--- src/rtl/dbg_tgt_pkg.sv ---
package dbg_tgt_pkg;

   // Handshake state: idle waiting for a request, or holding acknowledge
   typedef enum logic {
      HS_IDLE = 1'b0,
      HS_HELD = 1'b1
   } hs_state_e;

endpackage

--- src/rtl/dbg_tgt_handshake.sv ---
module dbg_tgt_handshake
   import dbg_tgt_pkg::*;
(
   input  logic clk,
   input  logic rst,
   input  logic req,
   output logic fire,
   output logic ack
);

   hs_state_e state_q;

   // An access is launched only when leaving the idle state
   assign fire = (state_q == HS_IDLE) && req;
   assign ack  = (state_q == HS_HELD);

   always_ff @(posedge clk) begin
      if (rst) begin
         state_q <= HS_IDLE;
      end else begin
         case (state_q)
            HS_IDLE: if (req)  state_q <= HS_HELD;
            HS_HELD: if (!req) state_q <= HS_IDLE;
            default:           state_q <= HS_IDLE;
         endcase
      end
   end

endmodule

--- src/rtl/dbg_tgt_regbank.sv ---
module dbg_tgt_regbank #(
   parameter int ADDR_W   = 8,
   parameter int DATA_W   = 64,
   parameter int NUM_REGS = 4,
   parameter logic [DATA_W-1:0] ID_VALUE = '0
) (
   input  logic              clk,
   input  logic              rst,
   input  logic              fire,
   input  logic              wr,
   input  logic [ADDR_W-1:0] addr,
   input  logic [DATA_W-1:0] wdata,
   output logic [DATA_W-1:0] rd_value
);

   logic [NUM_REGS-1:0]             hit;
   logic [NUM_REGS-1:0][DATA_W-1:0] regs_q;
   logic                            id_hit;

   assign id_hit = (addr == '0);

   // One full-width comparator per scratch register, at address g+1
   for (genvar g = 0; g < NUM_REGS; g++) begin : g_dec
      assign hit[g] = (addr == ADDR_W'(g + 1));
   end

   always_ff @(posedge clk) begin
      if (rst) begin
         regs_q <= '0;
      end else if (fire && wr) begin
         for (int i = 0; i < NUM_REGS; i++) begin
            if (hit[i]) regs_q[i] <= wdata;
         end
      end
   end

   always_comb begin
      rd_value = '0;
      if (id_hit) rd_value = ID_VALUE;
      for (int i = 0; i < NUM_REGS; i++) begin
         if (hit[i]) rd_value = regs_q[i];
      end
   end

endmodule

--- src/rtl/dbg_tgt_rdhold.sv ---
module dbg_tgt_rdhold #(
   parameter int DATA_W = 64
) (
   input  logic              clk,
   input  logic              rst,
   input  logic              fire,
   input  logic              wr,
   input  logic [DATA_W-1:0] rd_value,
   output logic [DATA_W-1:0] rd_data
);

   // Loaded only when an access is accepted, so it holds through ack
   always_ff @(posedge clk) begin
      if (rst)       rd_data <= '0;
      else if (fire) rd_data <= wr ? '0 : rd_value;
   end

endmodule

--- src/rtl/dbg_reg_target.sv ---
module dbg_reg_target #(
   parameter int ADDR_W   = 8,
   parameter int DATA_W   = 64,
   parameter int NUM_REGS = 4,
   parameter logic [DATA_W-1:0] ID_VALUE = 64'h5A17_0C0D_E000_0001
) (
   input  logic              clk,
   input  logic              rst,
   input  logic              req,
   input  logic              wr,
   input  logic [ADDR_W-1:0] addr,
   input  logic [DATA_W-1:0] wdata,
   output logic              ack,
   output logic [DATA_W-1:0] rd_data
);

   localparam int ADDR_SPAN = 1 << ADDR_W;

   if (ADDR_W < 1 || ADDR_W > 16) begin : g_bad_addr_w
      $error("dbg_reg_target: ADDR_W must be 1..16");
   end
   if (DATA_W < 1) begin : g_bad_data_w
      $error("dbg_reg_target: DATA_W must be positive");
   end
   if (NUM_REGS < 1 || NUM_REGS >= ADDR_SPAN) begin : g_bad_regs
      $error("dbg_reg_target: NUM_REGS must fit below the address span");
   end

   logic              fire;
   logic [DATA_W-1:0] rd_value;

   dbg_tgt_handshake u_hs (
      .clk  (clk),
      .rst  (rst),
      .req  (req),
      .fire (fire),
      .ack  (ack)
   );

   dbg_tgt_regbank #(
      .ADDR_W   (ADDR_W),
      .DATA_W   (DATA_W),
      .NUM_REGS (NUM_REGS),
      .ID_VALUE (ID_VALUE)
   ) u_bank (
      .clk      (clk),
      .rst      (rst),
      .fire     (fire),
      .wr       (wr),
      .addr     (addr),
      .wdata    (wdata),
      .rd_value (rd_value)
   );

   dbg_tgt_rdhold #(
      .DATA_W (DATA_W)
   ) u_hold (
      .clk      (clk),
      .rst      (rst),
      .fire     (fire),
      .wr       (wr),
      .rd_value (rd_value),
      .rd_data  (rd_data)
   );

endmodule

--- config.mk ---
export PLATFORM = sky130hd
export DESIGN_NAME = dbg_reg_target
export DESIGN_NICKNAME = d
export VERILOG_FILES = /design/src/rtl/dbg_tgt_pkg.sv /design/src/rtl/dbg_tgt_handshake.sv /design/src/rtl/dbg_tgt_regbank.sv /design/src/rtl/dbg_tgt_rdhold.sv /design/src/rtl/dbg_reg_target.sv
export SDC_FILE = /design/constraint.sdc
export NUM_CORES = 1
export LEC_CHECK = 0
export BUFFER_PORTS_ARGS = -buffer_cell sky130_fd_sc_hd__buf_2
export CORE_ASPECT_RATIO = 1.25
export CORE_UTILIZATION = 45
export DETAILED_ROUTE_END_ITERATION = 8
export GPL_TIMING_DRIVEN = 0
export HOLD_SLACK_MARGIN = 0.1
export SLEW_MARGIN = 40
export SYNTH_ARGS = -nofsm -noshare
export SYNTH_HDL_FRONTEND = slang
export SYNTH_HIERARCHICAL = 1
export SYNTH_SLANG_ARGS = --single-unit
export TNS_END_PERCENT = 30
--- constraint.sdc ---
create_clock -name clk -period 1.7 [get_ports clk]
set_input_delay 0.34 -clock clk [delete_from_list [all_inputs] [get_ports clk]]
set_output_delay 0.34 -clock clk [all_outputs]
set_load 0.03 [all_outputs]
======== Yosys cells after proc, flatten, opt, wreduce, memory -nomap -nowiden ========
Index checks and enable logic that the tools add are counted.
word-level totals
  flip-flop bits (word level) ............. 321
  bits of input ports ..................... 76
  output and inout port bits .............. 65
  logic and storage cells ................. 25
cells by class
  eq/ne operators ......................... 4
  muxes and demuxes ....................... 7
  bitwise operators ....................... 1
  reductions and logical operators ........ 7
operator list
  operator            number
  $mux 64             5
  $mux 63             1
  $eq 8x2->1 const B  2
  $eq 8x1->1 const B  1
  $eq 8x3->1 const B  1
  $logic_not 8->1     1
  $reduce_and 2->1    4
  $logic_and 1x1->1   2
  $mux 1              1
  $not 1->1           1

======== Longest topological paths before layout ========
  depth after elaboration ................. 7
  mapped depth ............................ 8

======== Modules after synthesis ========
The synthesis kept the hierarchy.
by module, submodules not included
  module             times used  cells each  area each (µm²)  sequential area each (µm²)
  dbg_tgt_regbank    1           1,223       12,462.0         5,124.9
  dbg_tgt_rdhold     1           283         2,623.8          1,281.2
  dbg_tgt_handshake  1           3           47.5             20.0

======== Worst setup path after synthesis ========
OpenSTA, ideal clock, no wires.
  path type ............................... reg-to-reg
  start ................................... register u_hs.state_q (netlist: u_hs/ack)
  end ..................................... register u_bank/regs_q[100] (netlist bit)
  setup time .............................. 72 ps
  arrival ................................. 1,465 ps
  slack ................................... 164 ps
  cell stages (with the launch flop) ...... 7
  buffers on the path ..................... 2
  cells stage by stage .................... dfxtp_1 -> nor2b_4 -> and4bb_2 -> nand4b_1 -> buf_4 -> buf_6 -> mux2i_1
on the way
  longest elaborated chain between the ends .. 4
RTL lines
  item                               RTL line                 RTL
  start, declared                    dbg_tgt_handshake.sv:11  hs_state_e state_q;
  start signal, assigned             dbg_tgt_handshake.sv:19  state_q <= HS_IDLE;
  start signal, assigned             dbg_tgt_handshake.sv:22  HS_IDLE: if (req) state_q <= HS_HELD;
  start signal, assigned             dbg_tgt_handshake.sv:23  HS_HELD: if (!req) state_q <= HS_IDLE;
  $not 1->1                          dbg_tgt_handshake.sv:14  assign fire = (state_q == HS_IDLE) && req;
  $logic_and 1x1->1                  dbg_tgt_handshake.sv:14
  named net fire                     dbg_reg_target.sv:29     logic fire;
  $logic_and 1x1->1                  dbg_tgt_regbank.sv:30    end else if (fire && wr) begin
  $reduce_and 2->1 (no source line)  -
  end signal, assigned by index      dbg_tgt_regbank.sv:32    if (hit[i]) regs_q[i] <= wdata;
  end, declared                      dbg_tgt_regbank.sv:17    logic [NUM_REGS-1:0][DATA_W-1:0] regs_q;
The timed path passes the listed nets, and every way through them passes these cells.
A chain may end at the register's enable or synchronous reset.

======== Worst setup path after layout ========
  start ................................... input addr[5]
  end ..................................... register u_hold.rd_data[52]
on the way
  longest elaborated chain between the ends .. 7
  elaborated cells on any way between the ends .. 11
RTL lines
  item                    RTL line               RTL
  start, declared         dbg_reg_target.sv:11   input logic [ADDR_W-1:0] addr,
  $logic_not 8->1         dbg_tgt_regbank.sv:20  assign id_hit = (addr == '0);
  $mux 63                 dbg_tgt_regbank.sv:39  if (id_hit) rd_value = ID_VALUE;
  $mux 64 (3 in a row)    dbg_tgt_regbank.sv:41  if (hit[i]) rd_value = regs_q[i];
  $mux 64 *               dbg_tgt_regbank.sv:41
  named net rd_value[52]  dbg_reg_target.sv:30   logic [DATA_W-1:0] rd_value;
  $mux 64 *               dbg_tgt_rdhold.sv:15   else if (fire) rd_data <= wr ? '0 : rd_value;
  end signal, assigned    dbg_tgt_rdhold.sv:15
  end, declared           dbg_tgt_rdhold.sv:9    output logic [DATA_W-1:0] rd_data
The timed path passes the listed nets; every way through them passes the cells marked *.

==> impl_metrics.yaml <==
synthesis:
  synthTopCellsByArea: "dfxtp_1, mux2i_1, nand2b_1"
  synth.top_cells.by_count: "nand2b_1, dfxtp_1, mux2i_1"
  avgSynthCellArea_sq_um: 10.0
  ys_ff_latch: 321
  ys_warn_count: 6
  yosysSeqAreaShare: 0.425
  ys_types: 29
  synth.top_cell.area_share: 0.425
  synth_enable_flop_cells: 0
  synth_most_common_cell: "nand2b_1"
  synth_cells: 1509
  syn_nets: 1585
  netlist_area_sq_um: 15100
  synth-main-ff-cell: "dfxtp_1"
  synth_top_area_cell: "dfxtp_1"
  async_reset_ff_frac: 0
hold_path:
  hold_class: "in2reg"
die:
  core_area_sq_um: 32900
  die-area_sq_um: 34400
  placementRows: 74
  num_io_pins: 141
  die_h_microns: 207
  initial_utilization: 0.460
  die_x_microns: 166
sta:
  fin_skew_ns: 0.00953
  hold_viol_final: 0
  maxSlewHeadroom: 0.476
  fin_ws_ns: 0.0372
  setup_viol: 0
  worst-slew-pin-transition_ns: 0.787
  drv_slew: 0
  rsz0062_at_grt: "yes"
  period_share: 0.978
  fmax_mhz: 601
  period_needed_ns: 1.66
power_and_ir_drop:
  sequentialPowerShare: 0.469
  p_per_area_nw_per_um2: 917
  p_sw_frac: 0.229
  power.share.clock: 0.466
  p_leak_nw: 7.94
  p_int_mw: 12.4
  irDropWorstVdd_uv: 585
  p_switching_mw: 3.67
  p_total_mw: 16.1
  pwr-share-comb: 0.065
placement:
  dp_hpwl_mm: 28.7
  port_buffers: 140
  pre_cts_ws_ns: -0.587
  gp_congestion: 0.783
clock_tree:
  clk_latency_ns: 0.52
  cts_buffers: 35
  h-tree-depth: 2
  clockBufferDepth: 3
  clk_pin_slew_ns: 0.06
  cts_root_buf: "clkbuf_16"
  cts.sinks: 321
  cts_setup_buffers: 0
  cts_tree: "built"
finish:
  regArea_sq_um: 6430
  final_nets: 1763
  diodes: 0
  fillers: 3058
  syn2layout_area_growth_pct: 15.7
  drive_gt1_frac: 0.183
  post-route-util: 0.533
  multiInputGateArea_sq_um: 7870
global_routing:
  grt.total_usage: 0.245
  overflow: 0
  grt_start_max_net_pins: 14
  grt_pass1_vias: 11665
  antenna_found_initial: 0
  grt_pass1_wl_mm: 65.9
drt:
  drtIter0Drc: 603
  vias: 11366
  drt-total-wl_mm: 42.2
  wl_per_cell_microns: 19.8
  firstDrtPassIters: 7
  drc: 6
  ant_nets: 0
  vias_per_cell: 5.34
setup_path:
  r2r_start: "u_hs/ack"
  endpoint: "u_hold/rd_data[52]"
  cp_cell_sequence: "buf_2 -> nor3_1 -> nand2_2 -> clkbuf_1 -> a21oi_1 -> nand3b_1 -> a21oi_1"
  reg2reg_depth: 6
  crit_required_ns: 2.15
  cp-end-kind: "register"
  worstReg2RegEnd: "u_bank/regs_q[116]"
  critPathLaunch: "addr[5]"
  critPathKind: "in2reg"
  critical_path.max_fanout: 10
  slowest_stage: "nor3_1"
  crit_top_cell: "a21oi_1"
  start_kind: "input port"
  cp_slowest_stage_delay_ns: 0.40
  regToRegSetupSlack_ns: 0.07
  arrival_ns: 2.11
job:
  cap_violations: 0
outcome:
  violations: "design-rule violations"
  status: "complete, but fails checks"
placed cells by master (no fill, tap or decap), types with 2 or more instances in the layout:
| master | synthesis | layout |
|---|---|---|
| nand3b_1 | 111 | 111 |
| clkbuf_2 | 1 | 6 |
| mux2i_1 | 273 | 273 |
| buf_2 | 21 | 160 |
| buf_6 | 23 | 26 |
| nand3_1 | 2 | 2 |
| clkbuf_1 | 66 | 71 |
| buf_4 | 17 | 14 |
| clkbuf_16 | 0 | 37 |
| clkinv_2 | 0 | 7 |
| nor2b_4 | 2 | 2 |
| clkbuf_8 | 0 | 4 |
| nand2_1 | 18 | 17 |
| a22oi_1 | 47 | 47 |
| inv_1 | 17 | 17 |
| a221o_1 | 17 | 17 |
| a21oi_1 | 128 | 128 |
| dfxtp_1 | 321 | 321 |
| and2_1 | 2 | 2 |
| buf_8 | 2 | 2 |
| mux2_2 | 47 | 47 |
| nand2b_1 | 384 | 384 |
| bufinv_16 | 0 | 2 |
timing repair:
item,CTS,global route
setup endpoints to repair,7,70
endpoints found under the hold margin,1,0
hold buffers,1,0
gates resized for setup,1,14
power groups by stage:
stage	combinational [mW]	sequential, mW	clock, mW
2_1_floorplan	0.599	7.70	0
3_3_place_gp	1.03	7.70	0
3_5_place_dp	1.03	7.70	0
4_1_cts	1.04	7.53	7.67
5_1_grt	1.10	7.52	7.97
6_report	1.04	7.53	7.49
stage by stage:
stage / hold WS [ns] / area, sq um / std cells / TNS [ns]
after floorplan: 0.404 / 15100 / 1509 / 0
after CTS: 0.114 / 17500 / 2128 / 0
final: 0.135 / 17500 / 2128 / 0
after detailed placement: 0.456 / 16400 / 2067 / -104.48
after global routing: 0.129 / 17500 / 2128 / -0.00437
after global placement: 0.452 / 16400 / 2067 / -103.12
state kept, by name, indices dropped and copies added (netlist names):
signal,count
u_bank/regs_q,256
u_hold/rd_data,64
u_hs/ack,1
worst min path at each step:
stage / cells past startpoint / to / slack, ns / from
5_1_grt: 2 / u_hs/ack / 0.13 / rst
4_1_cts: 2 / u_hs/ack / 0.11 / rst
3_3_place_gp: 2 / u_hold/rd_data[49] / 0.45 / u_hold/rd_data[49]
6_report: 2 / u_hs/ack / 0.14 / rst
3_5_place_dp: 2 / u_hold/rd_data[61] / 0.46 / u_hold/rd_data[61]
2_1_floorplan: 1 / u_hs/ack / 0.40 / rst
worst max-delay path, delay by kind of cell:
kind | cells | cell delay, ns
AO/OA/AOI/OAI | 2 | 0.44
buffers and inverters | 2 | 0.49
AND/OR/NAND/NOR | 3 | 0.83
cells by family (layout without fill, tap and decap cells):
kind of cell           Yosys count  in the layout  share of synthesized area
muxes                          320            320                      0.216
and+or+nand+nor                528            528                      0.227
buffers and inverters          148            349                     0.0556
DFF                            321            321                      0.425
AOI/OAI and AO/OA              192            192                     0.0769
final cells by class:
| class | instances | share of cell area |
|---|---|---|
| inverters | 17 | 0.00365 |
| clock buffers | 51 | 0.0582 |
| repair buffers | 141 | 0.0406 |
| plain buffers | 131 | 0.0456 |
| multi-input cells | 1040 | 0.449 |
| flip-flops and latches | 321 | 0.367 |
| clock inverters | 9 | 0.00543 |
| well taps | 418 | 0.0299 |
layer usage:
metal  wire [microns]  GRT usage
met4              890     0.0683
met5                0          0
met1            18400      0.304
met2            21000      0.435
met3             1900     0.0394
No activity file was read; power rests on OpenSTA's default activity.
